**src/rtl/pfq_pkg.sv**
```systemverilog
package pfq_pkg;
    // Command codes carried by the two multiplexed control lines.
    typedef enum logic [1:0] {
        CMD_IDLE    = 2'b00,
        CMD_FETCH   = 2'b01,
        CMD_DISCARD = 2'b10,
        CMD_FLUSH   = 2'b11
    } pfq_cmd_e;
endpackage

```
**src/rtl/pfq_cmd_rx.sv**
```systemverilog
module pfq_cmd_rx
    import pfq_pkg::*;
(
    input  logic       clk,
    input  logic       rst_n,
    input  logic [1:0] ctl_line,
    output pfq_cmd_e   cmd
);
    typedef struct packed {
        logic     phase_b;
        logic     hi_bit;
        pfq_cmd_e cmd;
    } rx_state_t;

    rx_state_t st_d, st_q;

    always_comb begin
        st_d         = st_q;
        st_d.phase_b = ~st_q.phase_b;
        st_d.cmd     = CMD_IDLE;
        if (!st_q.phase_b) begin
            st_d.hi_bit = ctl_line[1];
        end else begin
            st_d.cmd = pfq_cmd_e'({st_q.hi_bit, ctl_line[0]});
        end
    end

    always_ff @(posedge clk or negedge rst_n) begin
        if (!rst_n) begin
            st_q <= '{phase_b: 1'b0, hi_bit: 1'b0, cmd: CMD_IDLE};
        end else begin
            st_q <= st_d;
        end
    end

    assign cmd = st_q.cmd;
endmodule

```
**src/rtl/pfq_ctrl.sv**
```systemverilog
module pfq_ctrl
    import pfq_pkg::*;
#(
    parameter int DEPTH      = 5,
    parameter int MAX_CREDIT = 3,
    parameter int CNT_W      = $clog2(DEPTH + 1),
    parameter int CRED_W     = $clog2(MAX_CREDIT + 1)
) (
    input  logic             clk,
    input  logic             rst_n,
    input  pfq_cmd_e         cmd,
    input  logic             wr_valid,
    input  logic             pop,
    output logic             wr_ready,
    output logic             wr_take,
    output logic             flush,
    output logic [1:0]       rm_cnt,
    output logic [CNT_W-1:0] count,
    output logic             head_valid
);
    typedef struct packed {
        logic [CNT_W-1:0]  count;
        logic [CRED_W-1:0] cred;
    } ctrl_state_t;

    ctrl_state_t st_d, st_q;
    logic [1:0]  req;
    int          cred_tmp;

    always_comb begin
        st_d     = st_q;
        flush    = (cmd == CMD_FLUSH);
        wr_ready = (st_q.cred != '0) && (int'(st_q.count) + 2 <= DEPTH);
        wr_take  = wr_valid && wr_ready && !flush;
        req      = {1'b0, pop} + {1'b0, cmd == CMD_DISCARD};
        rm_cnt   = req;
        if (int'(req) > int'(st_q.count)) begin
            rm_cnt = 2'(st_q.count);
        end
        cred_tmp = int'(st_q.cred) - (wr_take ? 1 : 0) + ((cmd == CMD_FETCH) ? 1 : 0);
        if (cred_tmp > MAX_CREDIT) begin
            cred_tmp = MAX_CREDIT;
        end
        if (flush) begin
            rm_cnt     = 2'b00;
            st_d.count = '0;
            st_d.cred  = '0;
        end else begin
            st_d.count = CNT_W'(int'(st_q.count) - int'(rm_cnt) + (wr_take ? 2 : 0));
            st_d.cred  = CRED_W'(cred_tmp);
        end
    end

    always_ff @(posedge clk or negedge rst_n) begin
        if (!rst_n) begin
            st_q <= '0;
        end else begin
            st_q <= st_d;
        end
    end

    assign count      = st_q.count;
    assign head_valid = (st_q.count != '0);
endmodule

```
**src/rtl/pfq_store.sv**
```systemverilog
module pfq_store #(
    parameter int DEPTH = 5,
    parameter int HW_W  = 16,
    parameter int CNT_W = $clog2(DEPTH + 1)
) (
    input  logic              clk,
    input  logic              rst_n,
    input  logic [CNT_W-1:0]  count,
    input  logic [1:0]        rm_cnt,
    input  logic              wr_take,
    input  logic              flush,
    input  logic [2*HW_W-1:0] wr_data,
    output logic [HW_W-1:0]   head_data
);
    logic [HW_W-1:0]  slot_q [DEPTH];
    logic [HW_W-1:0]  slot_d [DEPTH];
    logic [CNT_W-1:0] wr_base;

    // Slot index that receives the low halfword after this cycle's removals.
    assign wr_base = count - CNT_W'(rm_cnt);

    for (genvar g = 0; g < DEPTH; g++) begin : g_slot
        always_comb begin
            slot_d[g] = '0;
            if (!flush) begin
                for (int s = 0; s < DEPTH; s++) begin
                    if (s == g + int'(rm_cnt)) begin
                        slot_d[g] = slot_q[s];
                    end
                end
                if (wr_take && (int'(wr_base) == g)) begin
                    slot_d[g] = wr_data[HW_W-1:0];
                end
                if (wr_take && (int'(wr_base) + 1 == g)) begin
                    slot_d[g] = wr_data[2*HW_W-1:HW_W];
                end
            end
        end
    end

    always_ff @(posedge clk or negedge rst_n) begin
        if (!rst_n) begin
            for (int i = 0; i < DEPTH; i++) begin
                slot_q[i] <= '0;
            end
        end else begin
            for (int i = 0; i < DEPTH; i++) begin
                slot_q[i] <= slot_d[i];
            end
        end
    end

    assign head_data = slot_q[0];
endmodule

```
**src/rtl/hw_prefetch_queue.sv**
```systemverilog
module hw_prefetch_queue
    import pfq_pkg::*;
#(
    parameter int DEPTH      = 5,
    parameter int HW_W       = 16,
    parameter int MAX_CREDIT = 3
) (
    input  logic              clk,
    input  logic              rst_n,
    input  logic [1:0]        ctl_line,
    input  logic              wr_valid,
    input  logic [2*HW_W-1:0] wr_data,
    output logic              wr_ready,
    input  logic              pop,
    output logic              head_valid,
    output logic [HW_W-1:0]   head_data
);
    localparam int CNT_W  = $clog2(DEPTH + 1);
    localparam int CRED_W = $clog2(MAX_CREDIT + 1);

    pfq_cmd_e         cmd_w;
    logic             wr_take_w;
    logic             flush_w;
    logic [1:0]       rm_w;
    logic [CNT_W-1:0] count_w;

    pfq_cmd_rx u_cmd_rx (
        .clk      (clk),
        .rst_n    (rst_n),
        .ctl_line (ctl_line),
        .cmd      (cmd_w)
    );

    pfq_ctrl #(
        .DEPTH      (DEPTH),
        .MAX_CREDIT (MAX_CREDIT),
        .CNT_W      (CNT_W),
        .CRED_W     (CRED_W)
    ) u_ctrl (
        .clk        (clk),
        .rst_n      (rst_n),
        .cmd        (cmd_w),
        .wr_valid   (wr_valid),
        .pop        (pop),
        .wr_ready   (wr_ready),
        .wr_take    (wr_take_w),
        .flush      (flush_w),
        .rm_cnt     (rm_w),
        .count      (count_w),
        .head_valid (head_valid)
    );

    pfq_store #(
        .DEPTH (DEPTH),
        .HW_W  (HW_W),
        .CNT_W (CNT_W)
    ) u_store (
        .clk       (clk),
        .rst_n     (rst_n),
        .count     (count_w),
        .rm_cnt    (rm_w),
        .wr_take   (wr_take_w),
        .flush     (flush_w),
        .wr_data   (wr_data),
        .head_data (head_data)
    );
endmodule

```
**config.mk**
```make
export PLATFORM = sky130hd
export DESIGN_NAME = hw_prefetch_queue
export DESIGN_NICKNAME = d
export VERILOG_FILES = /design/src/rtl/pfq_pkg.sv /design/src/rtl/pfq_cmd_rx.sv /design/src/rtl/pfq_ctrl.sv /design/src/rtl/pfq_store.sv /design/src/rtl/hw_prefetch_queue.sv
export SDC_FILE = /design/constraint.sdc
export NUM_CORES = 1
export LEC_CHECK = 0
export ABC_AREA = 1
export BUFFER_PORTS_ARGS = -buffer_cell sky130_fd_sc_hd__clkbuf_2
export CAP_MARGIN = 20
export CORE_ASPECT_RATIO = 0.5
export CORE_UTILIZATION = 40
export CTS_CLUSTER_SIZE = 10
export DETAILED_ROUTE_END_ITERATION = 10
export PLACE_DENSITY = 0.59
export SLEW_MARGIN = 20
export SYNTH_ARGS = -nofsm -noshare
export SYNTH_HDL_FRONTEND = slang
export SYNTH_SLANG_ARGS = --single-unit
```
**constraint.sdc**
```tcl
create_clock -name clk -period 6.1 [get_ports clk]
set_input_delay 0 -clock clk [delete_from_list [all_inputs] [get_ports clk]]
set_output_delay 0 -clock clk [all_outputs]
set_load 0.05 [all_outputs]
```
* Word level (Yosys, flattened, before mapping)
Cells that the tools add are included.
Operators by class: add/subtract/negate cells 12, shift operators 0, reductions and logical operators 23, divide/modulo/power cells 0, equality and inequality tests 35, muxes and demuxes 47, $mul 0, bitwise operators 1, order comparisons 3
Operators by type and width (number):
- two-way mux 16 bit | 39
- == test 3 x 32 -> 1 bit (first input constant) | 8
- zero test 32 bit | 6
- == test 2 x 32 -> 1 bit (first input constant) | 4
- == test 4 x 32 -> 1 bit (first input constant) | 4
- == test 32 x 3 -> 1 bit (second input constant) | 2
- adder 32 x 2 -> 32 bit | 1
- == test 32 x 2 -> 1 bit (second input constant) | 1
- == test 32 x 4 -> 1 bit (second input constant) | 1
- > comparator 32 x 3 -> 1 bit (second input constant) | 1
- <= comparator 32 x 4 -> 1 bit (second input constant) | 1
- subtractor 3 x 32 -> 32 bit | 1
- inequality test 7 x 6 -> 1 bit (second input constant) | 2
- logical AND 1 bit | 13
- two-way mux 2 bit | 5
- == test 3 bit (second input constant) | 3
- adder 2 x 2 -> 3 bit (first input constant) | 2
- inequality test 6 x 5 -> 1 bit (second input constant) | 1
- subtractor 3 x 2 -> 3 bit | 2
- two-way mux 5 bit | 1
- inequality test 5 x 4 -> 1 bit (second input constant) | 1
- adder 3 x 1 -> 4 bit (second input constant) | 1
- adder 3 x 2 -> 4 bit (first input constant) | 1
- adder 3 x 2 -> 4 bit (second input constant) | 1
- 16 further kinds | 19
Word-level totals: bits in latches 0, register bits 89, bits in writable memories 0, memories 0, word-level logic and storage cells 131, memory bits (read-only) 0

* Longest topological paths before layout
word-level depth 15, depth in mapped cells 25

* Hierarchy
From an unflattened synthesis, not the netlist that was laid out.
Unflattened totals: cell total of the unflattened synthesis 1469, area, all modules 8624.5 um2
Modules (own cells, without submodules):
- pfq_store | cells each 1380, sequential area each 2001.9 um2, area each 7946.4 um2, times used 1
- pfq_ctrl | cells each 76, sequential area each 125.1 um2, area each 536.8 um2, times used 1
- pfq_cmd_rx | cells each 13, sequential area each 100.1 um2, area each 141.4 um2, times used 1

* Least setup slack after synthesis
Ideal clock, no wire load.
kind register -> register, start register u_cmd_rx.st_q, in the netlist u_cmd_rx.cmd[1], end register u_store.slot_q[53] (netlist bit), slack 2.106 ns, path buffers 2, period minus slack after synthesis 3.994 ns, setup time 0.065 ns, stages on the path, launching flop included 22, arrival time 3.929 ns, path through dfrtp_1 inv_1 nor2_1 ha_1 inv_1 ha_1 a21oi_2 nand2_1 nand2_1 nand2_1 nand2_1 clkbuf_1 fa_1 nand2_1 inv_1 ha_1 o21ai_1 nor2_1 nor3_2 buf_2 nand2_1 nand2_1
Between the ends: longest elaborated chain between the ends 15
RTL lines:
- from (decl) | RTL line pfq_cmd_rx.sv:15 | rx_state_t st_d, st_q;
- from (signal assigned) | RTL line pfq_cmd_rx.sv:30 | st_q <= '{phase_b: 1'b0, hi_bit: 1'b0, cmd: CMD_IDLE};
- from (signal assigned) | RTL line pfq_cmd_rx.sv:32 | st_q <= st_d;
- == test 2 bit | RTL line pfq_ctrl.sv:35 | req = {1'b0, pop} + {1'b0, cmd == CMD_DISCARD};
- adder 1 x 1 -> 2 bit | RTL line pfq_ctrl.sv:35
- > comparator 2 x 3 -> 1 bit | RTL line pfq_ctrl.sv:37 | if (int'(req) > int'(st_q.count)) begin
- two-way mux 2 bit | RTL line pfq_ctrl.sv:37
- two-way mux 2 bit | RTL line pfq_ctrl.sv:44 | if (flush) begin
- adder 1 x 2 -> 3 bit | RTL line pfq_store.sv:27 | if (s == g + int'(rm_cnt)) begin
- zero test 32 bit | RTL line pfq_store.sv:27
- two-way mux 16 bit (5 in series) | RTL line pfq_store.sv:27
- two-way mux 16 bit | RTL line pfq_store.sv:31 | if (wr_take && (int'(wr_base) == g)) begin
- two-way mux 16 bit | RTL line pfq_store.sv:34 | if (wr_take && (int'(wr_base) + 1 == g)) begin
- two-way mux 16 bit | RTL line pfq_store.sv:25 | if (!flush) begin
- to (signal, indexed assignment) | RTL line pfq_store.sv:48 | slot_q[i] <= slot_d[i];
- to (decl) | RTL line pfq_store.sv:15 | logic [HW_W-1:0] slot_q [DEPTH];
Several ways; a longest one is shown, not always the timed one. The select of a mux whose other input is x is not followed. A chain may end at the register's enable or synchronous reset.

* Worst setup path in the final report
start register u_cmd_rx.st_q, in the netlist u_cmd_rx.cmd[1], end register u_store.slot_q, in the netlist u_store.head_data[4]
Between the ends: longest elaborated chain between the ends 12
RTL lines:
- branches (longest 12 deep; another with adder 3 x 1 -> 4 bit)
Parallel ways; which one is timed is not known.

==> metrics list <==
- The run finished with clean final reports.
- In this run the post-CTS setup repair buffer count came out at 0.
- Detail-routed via count per cell: 5.30
- The number of global-route vias before repair came to 6497.
- At the worst endpoint, the required time is 6.40 ns.
- Once detailed placement completed, the half-perimeter wirelength came to 13.9 mm.
* Transition at the pin with the smallest max-transition slack: 0.950 ns
- Setup violators final: 0
- Detailed routing inserted a total of 6675 vias.
- The share of the Yosys chip area taken by registers is 35.0%.
* Ratio of final minimum period to clock period: 77.2%
- In this run the worst hold path is classified as input pin to async pin.
- Die Y: 91.2 um
- Of all nets on the critical path, the largest fanout is 33.
- Across the run, the number of max-cap violations was 0.
* Max incr delay on CP: 0.75 ns
- Die Footprint: 16400 um^2
- Synthesized area per cell: 6.30 um^2
- The repair_antennas step left the layout with diodes totalling 0.
- The number of different library cells used by synthesis comes to 27.
- Largest area contributor in the netlist: sky130_fd_sc_hd__dfrtp_1
- Summed over all layers, the global routing overflow is 0.
- Detailed Route Iter0 Violations: 561
* Top-level I/O count: 56
- For this run, the leading register cell type out of synthesis is sky130_fd_sc_hd__dfrtp_1.
- The clock tree synthesis step divided the H-tree into 3 levels.
- Counting flops and latches in the post-synthesis netlist gives 89.
- Final Hold Fails: 0
- The cell area that synthesis handed to floorplanning was 6360 um^2.
- The floorplan step defined a core boundary enclosing 15500 um^2.
- Final-layout setup total negative slack: 0 ns
* Overall fraction of global-route tracks in use: 25.3%
* Mapped Nets: 1064
- CP most frequent cell: sky130_fd_sc_hd__nand2_1
* Input/output buffers: 55
* DRT Pass-1 Iters: 7
- Cell type group with the largest total delay on the critical path: simple AND/OR/NAND/NOR gates
- In the final layout, the share of cells above drive strength 1 is 10.3%.
- Clock-pin slew was measured on the worst setup and hold paths at 0.07 ns.
- Once detail routing completed, the nets flagged for antenna violations numbered 0.
- In the routed design, unresolved DRC markers number 0.
* Maximum number of pins on one net before global-route repair: 78
* Portion of synthesized cell area occupied by the leading cell type: 35.0%
- After Yosys synthesis, and, or, nand and nor cells account for 40.5% of the synthesized area.
* Max stage delay cell, worst path: sky130_fd_sc_hd__nor3_2
- Critical Path, Cell by Cell: inv_1, nor2_1, ha_1, inv_1, ha_1, a21oi_2, nand2_1, nand2_1, nand2_1, nor2_1, ha_1, inv_1, fa_1, nand2_1, inv_1, ha_1, o21ai_1, nor3_4, buf_4, nor3_2, nand2_1, nand2_1
- Row cnt: 32
- Clock tree skew after final layout: 0.0176 ns
- Routability congestion estimate from global placement: 0.878
- XOR/XNOR share of the synthesized area: 0.531%
- Routed wire per std cell: 15.6 um
- Counting every sink on the clock net gives 89.
- The worst setup path is launched from a flip-flop.
- In the post-synthesis netlist, the cell with the most instances is sky130_fd_sc_hd__nand2_1.
- Internal reg-to-reg setup slack: 1.39 ns
- For this design the static power due to leakage is 3.94 nW.
- Max-slew violation count: 0
- Cell types with the highest counts after synthesis: sky130_fd_sc_hd__nand2_1, sky130_fd_sc_hd__nand3_1, sky130_fd_sc_hd__inv_1, sky130_fd_sc_hd__dfrtp_1, sky130_fd_sc_hd__a21oi_1
- First-pass GRT wire length: 32.9 mm
* Crit path arrival time: 5.00 ns
- Counting both buffers and inverters, the worst setup path holds a total of 5.
* Fin crit period: 4.71 ns
* Syn Inst Count: 1010
- The portion of synthesized area spent on multiplexers is 0%.
- The number of antenna violations at the first check in global routing came to 0.
* Number of buffers inserted during clock tree synthesis: 9
- CTS Root Buffer Type: sky130_fd_sc_hd__clkbuf_16
* RSZ-0062 raised after global routing: false
- Yosys printed 0 warnings.
- Total Wirelength: 19.6 mm
- By area the synthesized netlist is led by sky130_fd_sc_hd__dfrtp_1, sky130_fd_sc_hd__nand2_1, sky130_fd_sc_hd__nand3_1.
- CTS tree: done
- Headroom to the max-slew limit came out at 36.3%.
- Nets@finish: 1104
- The later pin in the worst-skew pair is clocked with a latency of 0.37 ns.
* Asr flop ratio synth: 100%
- Summing the areas of all fa, ha and maj instances in the mapped netlist gives 3.50% of the synthesized area.
- The setup path with the least slack is of type flip-flop to flip-flop.
- For this run, the top clock speed supported by timing is 0.212 GHz.
* Worst-case clock buffer depth: 2
- The completed layout was analyzed and its total power is 0.00411 W.
- Number of flops mapped to enable cells by yosys: 0
- Synth Area in Compound Gates: 9.44%
- VDD sags by at most 179 uV.
- Die span in x: 180 um
- After synthesis, the largest family of logic cells by area is simple AND/OR/NAND/NOR gates.
- Initial Utilization: 41.2%
- Worst setup EP type: flip-flop
- Power per cell area: 568 nW/um^2
* Area growth, synth to finish: 13.7%
-- layout by cell type, fill, tap and decap left out, types with 3 or more instances in the layout --
cell type / count
sky130_fd_sc_hd__a21oi_1: 68
sky130_fd_sc_hd__buf_4: 22
sky130_fd_sc_hd__clkbuf_16: 9
sky130_fd_sc_hd__clkbuf_2: 54
sky130_fd_sc_hd__dfrtp_1: 89
sky130_fd_sc_hd__dlygate4sd3_1: 20
sky130_fd_sc_hd__fa_1: 3
sky130_fd_sc_hd__ha_1: 13
sky130_fd_sc_hd__inv_1: 94
sky130_fd_sc_hd__inv_6: 3
sky130_fd_sc_hd__nand2_1: 433
sky130_fd_sc_hd__nand3_1: 141
sky130_fd_sc_hd__nand4_1: 5
sky130_fd_sc_hd__nor2_1: 30
sky130_fd_sc_hd__nor2_2: 4
sky130_fd_sc_hd__nor3_2: 3
sky130_fd_sc_hd__o21ai_0: 21
sky130_fd_sc_hd__o21ai_1: 8
sky130_fd_sc_hd__o22ai_1: 17
-- cell type report --
| class | instances | area [um^2] |
|---|---|---|
| timing repair buffer | 97 | 647 |
| tap | 204 | 255 |
| sequential | 89 | 2230 |
| clock inverter | 7 | 66.3 |
| fill | 1633 | 8220 |
| multi-input combinational | 756 | 3450 |
| inverter | 97 | 364 |
| clock buffer | 9 | 225 |
-- power breakdown --
group | internal [W] | leakage, nW | switching (W)
registers | 0.000833 | 1.18 | 0.000188
logic | 0.000783 | 2.61 | 0.00174
clock network | 0.000288 | 0.145 | 0.000279
total | 0.00190 | 3.94 | 0.00221
-- final timing paths --
path                                              start                          endpoint  depth (start not counted)
max in group asynchronous                         rst_n    u_store.slot_q[34]$_DFFE_PN0P_                          3
setup reg to reg              u_cmd_rx.cmd[1]$_DFF_PN0_  u_store.head_data[4]$_DFFE_PN0P_                         22
setup / recovery              u_cmd_rx.cmd[1]$_DFF_PN0_  u_store.head_data[4]$_DFFE_PN0P_                         22
min in group clk                             wr_data[6]     u_store.slot_q[6]$_DFFE_PN0P_                          3
hold reg to reg            u_cmd_rx.st_q[2]$_DFFE_PN0N_         u_cmd_rx.cmd[1]$_DFF_PN0_                          2
hold / removal                                    rst_n         u_ctrl.count[0]$_DFF_PN0_                          2
-- registers in the layout, indices dropped and copies added (netlist names) --
signal / count
u_store.slot_q: 64
u_store.head_data: 16
u_ctrl.count: 3
u_cmd_rx.cmd: 2
u_cmd_rx.st_q: 2
u_ctrl.st_q: 2
-- through the flow --
step	cells	hold WS [ns]	instance area [um^2]	setup slack (ns)	util, %
final	1259	0.0158	7230	1.39	46.8
after global routing	1259	0.0315	7230	0.848	46.8
after CTS	1258	0.00761	7220	1.33	46.7
after detailed placement	1223	-0.134	6740	1.37	43.6
after global placement	1223	-0.139	6740	1.61	43.6
after floorplan	1010	-0.296	6360	2.11	-
-- timing repair --
item,CTS,global route
gates resized for setup,0,0
endpoints found under the hold margin,46,1
hold buffers,19,1
-- worst reg2reg max path, delay by kind of cell (launching register included) --
kind            cells  cell delay [ns]
simple gates       10             1.76
fa+ha+maj           5             1.59
buf+inv             5             0.48
compound gates      2             0.44
flops               1             0.40
-- cells by family (layout without fill, tap and decap cells) --
| group | count (synthesis) | in the layout |
|---|---|---|
| fa+ha+maj | 16 | 16 |
| buf+inv | 165 | 210 |
| compound gates | 115 | 115 |
| simple gates | 622 | 622 |
| xor+xnor | 3 | 3 |
| flops | 89 | 89 |
-- routing by layer --
metal | GRT usage [%] | part of all wire [%] | vias to the layer above
li1 | - | - | 3267
met4 | 8.90 | 2.5 | 0
met3 | 3.93 | 5.0 | 40
met2 | 45.0 | 48 | 200
met1 | 31.4 | 44 | 3168
met5 | 0 | 0 | -
Power figures use the tool's default switching activity.
